### src/rtl/db_pkg.sv
// Shared widths and mode codes for the dead-band generator.
package db_pkg;
    localparam int DB_DLY_W = 10;

    typedef logic [1:0] db_mode_t;

    localparam db_mode_t DB_SRC_A_ONLY  = 2'd0;
    localparam db_mode_t DB_POL_AHC     = 2'd2;
    localparam db_mode_t DB_OUT_DELAYED = 2'd3;
endpackage

### src/rtl/db_delay_path.sv
// One edge-qualifying delay path.
// The level HOLD_LVL passes to dq only after din has stayed at HOLD_LVL
// for dly+1 consecutive clock edges. The opposite level passes at the
// next edge, and that also clears the count.
// Assumes: dly is compared live; callers change it only while idle.
module db_delay_path #(
    parameter int DLY_W    = 10,
    parameter bit HOLD_LVL = 1'b1
) (
    input  logic             clk,
    input  logic             rst_n,
    input  logic             din,
    input  logic [DLY_W-1:0] dly,
    output logic             dq
);
    localparam logic [DLY_W-1:0] ONE = {{(DLY_W-1){1'b0}}, 1'b1};

    logic [DLY_W-1:0] cnt;

    // Count consecutive HOLD_LVL samples and release the level at the limit.
    always_ff @(posedge clk) begin
        if (!rst_n) begin
            cnt <= '0;
            dq  <= 1'b0;
        end else if (din != HOLD_LVL) begin
            cnt <= '0;
            dq  <= ~HOLD_LVL;
        end else if (cnt >= dly) begin
            dq  <= HOLD_LVL;
        end else begin
            cnt <= cnt + ONE;
        end
    end

    // the non-delayed level follows at the next edge.
    assert_release_next_R5_R6: assert property (@(posedge clk) disable iff (!rst_n)
        (din != HOLD_LVL) |=> (dq != HOLD_LVL));

    // zero count passes the delayed level at the next edge.
    assert_zero_delay_R9: assert property (@(posedge clk) disable iff (!rst_n)
        (dly == '0 && din == HOLD_LVL) |=> (dq == HOLD_LVL));

    // the delayed level never appears unless the source held it.
    assert_no_early_edge_R7_R8: assert property (@(posedge clk) disable iff (!rst_n)
        (dq == HOLD_LVL && $past(dq) != HOLD_LVL) |-> ($past(din) == HOLD_LVL));
endmodule

### src/rtl/db_out_stage.sv
// Output stage for one pin: optional inversion of a delayed level, or a
// plain pass-through of the raw input when the delay path is bypassed.
// Assumes: bypass ignores the inversion control.
module db_out_stage (
    input  logic raw,
    input  logic path_q,
    input  logic inv,
    input  logic use_path,
    output logic y
);
    // Choose the delayed (optionally inverted) level or the raw level.
    always_comb begin
        y = use_path ? (path_q ^ inv) : raw;
    end
endmodule

### src/rtl/dead_band_gen.sv
// Dead-band generator top.
// Index 0 is the rising-edge path that drives pwm_a.
// Index 1 is the falling-edge path that drives pwm_b.
// Assumes: the mode fields and delay counts are quasi-static, set by the
// surrounding control logic.
module dead_band_gen
    import db_pkg::*;
#(
    parameter int DLY_W = DB_DLY_W
) (
    input  logic             clk,
    input  logic             rst_n,
    input  logic             raw_a,
    input  logic             raw_b,
    input  logic [DLY_W-1:0] rise_dly,
    input  logic [DLY_W-1:0] fall_dly,
    input  logic [1:0]       src_mode,
    input  logic [1:0]       pol_mode,
    input  logic [1:0]       out_mode,
    output logic             pwm_a,
    output logic             pwm_b
);
    localparam int NPATH = 2;

    logic [NPATH-1:0] path_src;
    logic [NPATH-1:0] path_q;
    logic [NPATH-1:0] raw_v;
    logic [NPATH-1:0] use_v;
    logic [NPATH-1:0] y_v;
    logic [DLY_W-1:0] path_dly [NPATH];

    // Route each raw input to the path its source-select bit names.
    always_comb begin
        path_src[0] = src_mode[0] ? raw_b : raw_a;
        path_src[1] = src_mode[1] ? raw_b : raw_a;
        path_dly[0] = rise_dly;
        path_dly[1] = fall_dly;
        raw_v       = {raw_b, raw_a};
        use_v       = {out_mode[0], out_mode[1]};
    end

    for (genvar i = 0; i < NPATH; i++) begin : g_path
        db_delay_path #(
            .DLY_W   (DLY_W),
            .HOLD_LVL(i == 0)
        ) u_path (
            .clk  (clk),
            .rst_n(rst_n),
            .din  (path_src[i]),
            .dly  (path_dly[i]),
            .dq   (path_q[i])
        );

        db_out_stage u_out (
            .raw     (raw_v[i]),
            .path_q  (path_q[i]),
            .inv     (pol_mode[i]),
            .use_path(use_v[i]),
            .y       (y_v[i])
        );
    end

    // Map the per-path results onto the output pins.
    always_comb begin
        pwm_a = y_v[0];
        pwm_b = y_v[1];
    end

    // with one shared source, complementary delayed outputs never overlap.
    assert_no_overlap_R10: assert property (@(posedge clk) disable iff (!rst_n)
        (src_mode == DB_SRC_A_ONLY && $past(src_mode) == DB_SRC_A_ONLY &&
         pol_mode == DB_POL_AHC && out_mode == DB_OUT_DELAYED) |-> !(pwm_a && pwm_b));
endmodule

### config.mk
export PLATFORM = sky130hd
export DESIGN_NAME = dead_band_gen
export DESIGN_NICKNAME = d
export VERILOG_FILES = /design/src/rtl/db_pkg.sv /design/src/rtl/db_delay_path.sv /design/src/rtl/db_out_stage.sv /design/src/rtl/dead_band_gen.sv
export SDC_FILE = /design/constraint.sdc
export NUM_CORES = 1
export LEC_CHECK = 0
export BUFFER_PORTS_ARGS = -buffer_cell sky130_fd_sc_hd__buf_2
export CORE_MARGIN = 2
export CORE_UTILIZATION = 30
export DETAILED_ROUTE_END_ITERATION = 8
export PLACE_DENSITY = 0.57
export SYNTH_ARGS = -nofsm -noshare
export SYNTH_HDL_FRONTEND = slang
export SYNTH_SLANG_ARGS = --single-unit
### constraint.sdc
create_clock -name clk -period 2.9 [get_ports clk]
set_clock_uncertainty 0.15 [all_clocks]
set_input_delay 0.145 -clock clk [delete_from_list [all_inputs] [get_ports clk]]
set_output_delay 0.145 -clock clk [all_outputs]
set_load 0.03 [all_outputs]
# Word level (Yosys, flattened, before mapping)
# Index checks and enable logic that the tools add are counted.
# totals
ff_bits,22
inputBits,30
output_inout_bits,2
word_cells,20
# classes
addsub,2
order_cmp,2
n_mux,6
bitwise_logic,3
n_reduce_logical,3
# op_table
cell,count
$add A10 B1 Y10 const B,2
$ge A10 B10 Y1,2
$mux W1,6
$reduce_and A2 Y1,1
$reduce_bool A2 Y1,1
$reduce_or A2 Y1,1
$xor A1 B1 Y1,2
$not A1 Y1,1

# Depth between registers and ports, before layout
# logic_depth
ltp_word,3
depth_mapped,8
mapped_depth_nobuf,7

# Hierarchy
# A second synthesis with hierarchy kept.
# hier_totals
cells_unflattened,203
area_unflattened_um2,1719.1
# modules_own_cells
module,instances,cells_each,area_each_um2,seq_area_each_um2
db_delay_path at g_path[1].u_path,1,99,850.8,220.2
db_delay_path at g_path[0].u_path,1,96,807.0,220.2
db_out_stage,2,3,17.5,0.0
dead_band_gen,1,2,26.3,0.0

# Worst setup path after synthesis
# No wires, ideal clock.
# synth_timing
path_type,register to register
from,reg g_path[0].u_path.cnt[0]
to,reg g_path[0].u_path.cnt[7]
setup_ps,72
t_arrival_ps,1992
required_time_ps,2678
slack_ps,686
stages_incl_launch_ff,9
path_buffers,1
synth_period_minus_slack_ps,2214
cell_sequence,dfxtp_1 inv_1 ha_1 nand2b_4 a211o_1 and3_4 buf_6 or4_1 a21oi_1
# synth_between
elab_chain_len,1
elab_cells_between_ends,2
cone_classes,add/sub: 1; order compare: 1
# synth_lines
element,line,rtl
start: declaration,db_delay_path.sv:18,logic [DLY_W-1:0] cnt;
start signal: assignment,db_delay_path.sv:31,cnt <= cnt + ONE;
$add A10 B1 Y10 or $ge A10 B10 Y1 (tied branches),"db_delay_path.sv:31, db_delay_path.sv:28",
# Several ways; a longest one is shown, not always the timed one.
# A chain may end at the register's enable or synchronous reset.

# Final worst setup path
# layout_timing
from,reg g_path[1].u_path.cnt[0]
to,reg g_path[1].u_path.cnt[3]
# layout_between
elab_chain_len,1
elab_cells_between_ends,2
cone_classes,add/sub: 1; order compare: 1
# layout_lines
element,line
start: declaration,db_delay_path.sv:18
start signal: assignment,db_delay_path.sv:31
$add A10 B1 Y10 or $ge A10 B10 Y1 (tied branches),"db_delay_path.sv:31, db_delay_path.sv:28"
# Several ways; a longest one is shown, not always the timed one.

==> results by group <==
Run status
  – Run status: finished, final reports clean

Logic synthesis
  – Synthesis Warnings: 0
  – #FFs+latches synth: 22
  – Portion of the post-synthesis area used by sequential elements: a little over a quarter
  – Post-synth cell types: 33
  – Synthesized area per cell: roughly 8 µm²
  – Cell area after synthesis: 1620 µm²
  – Mapped Cells: 199
  – Synthesized Nets: roughly 250

STA
  – Share of the clock period used by the worst path after layout: between 70% and 80%
  – Final setup violation count: 0
  – Fin. max-slew vios: 0
  – Top achievable clock speed: ~440 MHz
  – Setup Total Neg Slack: 0 ns
  – Final period demand of the worst path: 2.25 ns
  – Number of hold violations in the final report: 0
  – Final worst slack: 0.648 ns
  – Transition at the pin with the smallest max-transition slack: 0.560 ns
  – Worst-case headroom to the max-slew limit: between 60% and 70%
  – Setup repair after global routing missed its margin: no

Layout
  – Share of post-route cells with drive strength above 1: between 15 and 20%
  – Number of nets at the end of the flow: around 280
  – Area occupied by registers: 440 µm²
  – FILL cells: 547
  – Diodes inserted: 0
  – Growth of design area from synthesis to finish: 18.4%
  – Multi-input logic area: about 1100 µm²
  – Area of all placed cells without fillers: ~1900 µm²

Run
  – Max Cap Violations: 0

Floorplanning
  – Die extent in y: 77.5 µm
  – Core outline area: 5170 µm²
  – Floorplan row count: 26
  – Effective utilization at floorplan: 31.3%
  – X dimension of the die: just under 80 µm
  – # IOs: 32
  – Total Die Area: 6000 µm²

Placed design
  – Dpl hpwl: 2.69 mm
  – Dpl ws: between 0.6 and 0.7 ns
  – Final RePlAce weighted congestion: 0.699
  – PortBufs: 31
  – Area of placed instances: 1850 µm²

Power
  – Max rail drop VDD: roughly 0.19 mV
  – Power density of the placed cells: about 360 nW/µm²
  – Leakage power summed over all cells: 0.906 nW

Route
  – Length of the first detailed-routing pass in iterations: 5
  – Routed len/inst: around 11 µm
  – Number of nets with antenna violations after routing: 0
  – Via density: about 5.0
  – Drt initial violations: 52
  – Final routed DRC violation total: 0
  – Via Count: 1493
  – Total wirelength of the detailed-routed design: 3.39 mm

Clock tree
  – Post-cts resize count: 0
  – Clock Path Buffers: 2
  – Later-pin clock latency in the skew report: 0.26 ns
  – Clock Sinks: 22
  – Clock tree from TritonCTS: yes
  – Number of clock buffers inserted by TritonCTS: 3
  – Clock slew at reported path FFs: about 0.08 ns
  – Setup Buffers After CTS: 0
  – Hold bufs inserted after CTS: 0
  – Clock Tree Root: sky130_fd_sc_hd__clkbuf_8
  – Deepest level of the CTS H-tree: 1

Global route
  – Aggregate global-route resource usage: between 10% and 20%
  – Maximum number of pins on one net before global-route repair: 16
  – Via count of the first global-routing pass: about 1400
  – Total overflow reported by the global router: 0
  – Global-route wire length before repair: 5.83 mm
  – Number of antenna violations at the first check in global routing: 0

Critical path
  – Worst Setup Start Kind: flip-flop
  – Class of the most critical setup path: flip-flop to flip-flop
  – Critical path required time: around 3 ns
  – Arrival time of the worst setup path: roughly 2.3 ns
  – Maximum fanout count along the critical path: 14
  – Sort of element at the end of the critical path: flip-flop

Min path
  – Hold Crit Class: input pin to flip-flop
-- stage by stage --
| step | std cells | utilization, % | total power [mW] | hold WS (ns) |
|---|---|---|---|---|
| detailed placement | 297 | 35.7 | 0.408 | 0.302 |
| CTS | 301 | 37.1 | 0.696 | 0.0141 |
| floorplan | 199 | - | 0.373 | 0.149 |
| global route | 301 | 37.1 | 0.720 | 0.0238 |
| global placement | 297 | 35.7 | 0.406 | 0.291 |
| finish | 301 | 37.1 | 0.684 | 0.0182 |
-- routing by layer --
| layer | track usage, % | up-vias | wire [µm] |
|---|---|---|---|
| li1 | - | 812 | - |
| met1 | 15.5 | 654 | 1710 |
| met2 | 19.0 | 25 | 1510 |
| met3 | 2.56 | 2 | 141 |
| met4 | 2.14 | 0 | 23 |
| met5 | 0 | - | 0 |
-- placed cells by master, fill, tap and decap left out, types with 8 or more instances in the layout --
cell / n
sky130_fd_sc_hd__buf_2: 31
sky130_fd_sc_hd__ha_1: 22
sky130_fd_sc_hd__o31ai_1: 10
sky130_fd_sc_hd__nand2_1: 13
sky130_fd_sc_hd__nand3_1: 18
sky130_fd_sc_hd__or4_1: 10
sky130_fd_sc_hd__dfxtp_1: 22
sky130_fd_sc_hd__inv_1: 23
sky130_fd_sc_hd__nor2_1: 8
sky130_fd_sc_hd__a21oi_1: 20
-- cells in the mapped netlist --
library cell               instances  area (µm²)
sky130_fd_sc_hd__inv_1            23        86.3
sky130_fd_sc_hd__o21ai_0           5        25.0
sky130_fd_sc_hd__a211o_1           3        26.3
sky130_fd_sc_hd__o31ai_1          10        75.1
sky130_fd_sc_hd__ha_1             22         275
sky130_fd_sc_hd__a211oi_2          1        12.5
sky130_fd_sc_hd__or4_1            10        75.1
sky130_fd_sc_hd__and3_1            5        31.3
sky130_fd_sc_hd__and3_4            1        11.3
sky130_fd_sc_hd__buf_6             1        11.3
sky130_fd_sc_hd__a31o_2            1        8.76
sky130_fd_sc_hd__nand2b_1          4        25.0
sky130_fd_sc_hd__mux2_2            1        11.3
sky130_fd_sc_hd__a21oi_1          20         100
sky130_fd_sc_hd__o311ai_1          1        8.76
sky130_fd_sc_hd__o211ai_1          1        7.51
sky130_fd_sc_hd__a41oi_1           1        8.76
sky130_fd_sc_hd__o311a_1           1        10.0
sky130_fd_sc_hd__a21boi_0          1        7.51
sky130_fd_sc_hd__a41o_1            4        40.0
sky130_fd_sc_hd__dfxtp_1          22         440
sky130_fd_sc_hd__nand3_1          18        90.1
sky130_fd_sc_hd__nor3_1            4        20.0
sky130_fd_sc_hd__nand2_1          13        48.8
sky130_fd_sc_hd__clkbuf_1          2        7.51
sky130_fd_sc_hd__a31oi_1           4        25.0
sky130_fd_sc_hd__nand4_1           2        12.5
sky130_fd_sc_hd__mux2i_1           4        40.0
sky130_fd_sc_hd__and2_1            2        12.5
sky130_fd_sc_hd__xnor2_1           2        17.5
sky130_fd_sc_hd__nor2_1            8        30.0
sky130_fd_sc_hd__buf_2             1        5.00
sky130_fd_sc_hd__nand2b_4          1        13.8
-- path summary, 6_finish.rpt --
path | start | end | slack (ns) | cells after the start
worst max-delay path | g_path[1].u_path.cnt[0] | g_path[1].u_path.cnt[3] | 0.65 | 8
worst min-delay path | rst_n | g_path[1].u_path.dq | 0.02 | 2
worst max register to register | g_path[1].u_path.cnt[0] | g_path[1].u_path.cnt[3] | 0.65 | 8
worst min register to register | g_path[1].u_path.cnt[9] | g_path[1].u_path.cnt[9] | 0.33 | 2
-- worst max-delay path: stages, from the launching register on --
cell	delay, ns
sky130_fd_sc_hd__dfxtp_1	0.37
sky130_fd_sc_hd__inv_1	0.07
sky130_fd_sc_hd__ha_1	0.26
sky130_fd_sc_hd__nand2b_1	0.15
sky130_fd_sc_hd__a211oi_2	0.25
sky130_fd_sc_hd__o311ai_1	0.13
sky130_fd_sc_hd__buf_4	0.20
sky130_fd_sc_hd__or4_1	0.47
sky130_fd_sc_hd__a21oi_1	0.15
-- area by class of cell --
| type | count | share of cell area, % |
|---|---|---|
| clock buffer | 3 | 2.15 |
| clock inverter | 1 | 1.57 |
| inverter | 23 | 4.50 |
| multi-input combinational | 150 | 55.8 |
| sequential | 22 | 23.0 |
| tap | 70 | 4.57 |
| timing repair buffer | 32 | 8.48 |
-- sequential cells by signal (all words and copies together), names as in the netlist --
name,flops
g_path.u_path.cnt,20
g_path.u_path.dq,2
-- power by group --
group / leakage [nW] / total [mW] / switching, mW / internal (mW)
sequential: 0.178 / 0.311 / 0.00417 / 0.306
clock: 0.0357 / 0.285 / 0.100 / 0.184
combinational: 0.693 / 0.0883 / 0.0458 / 0.0425
total: 0.906 / 0.684 / 0.150 / 0.533
-- logic make-up after synthesis --
logic type               synth area share, %
AND/OR/NAND/NOR                         22.9
AO/OA/AOI/OAI                           21.9
buffers and inverters                   6.80
adder cells (fa/ha/maj)                 17.0
flip-flops                              27.2
multiplexers                            3.17
XOR/XNOR                                1.08
Note: power is estimated with default switching activity, not from simulation.
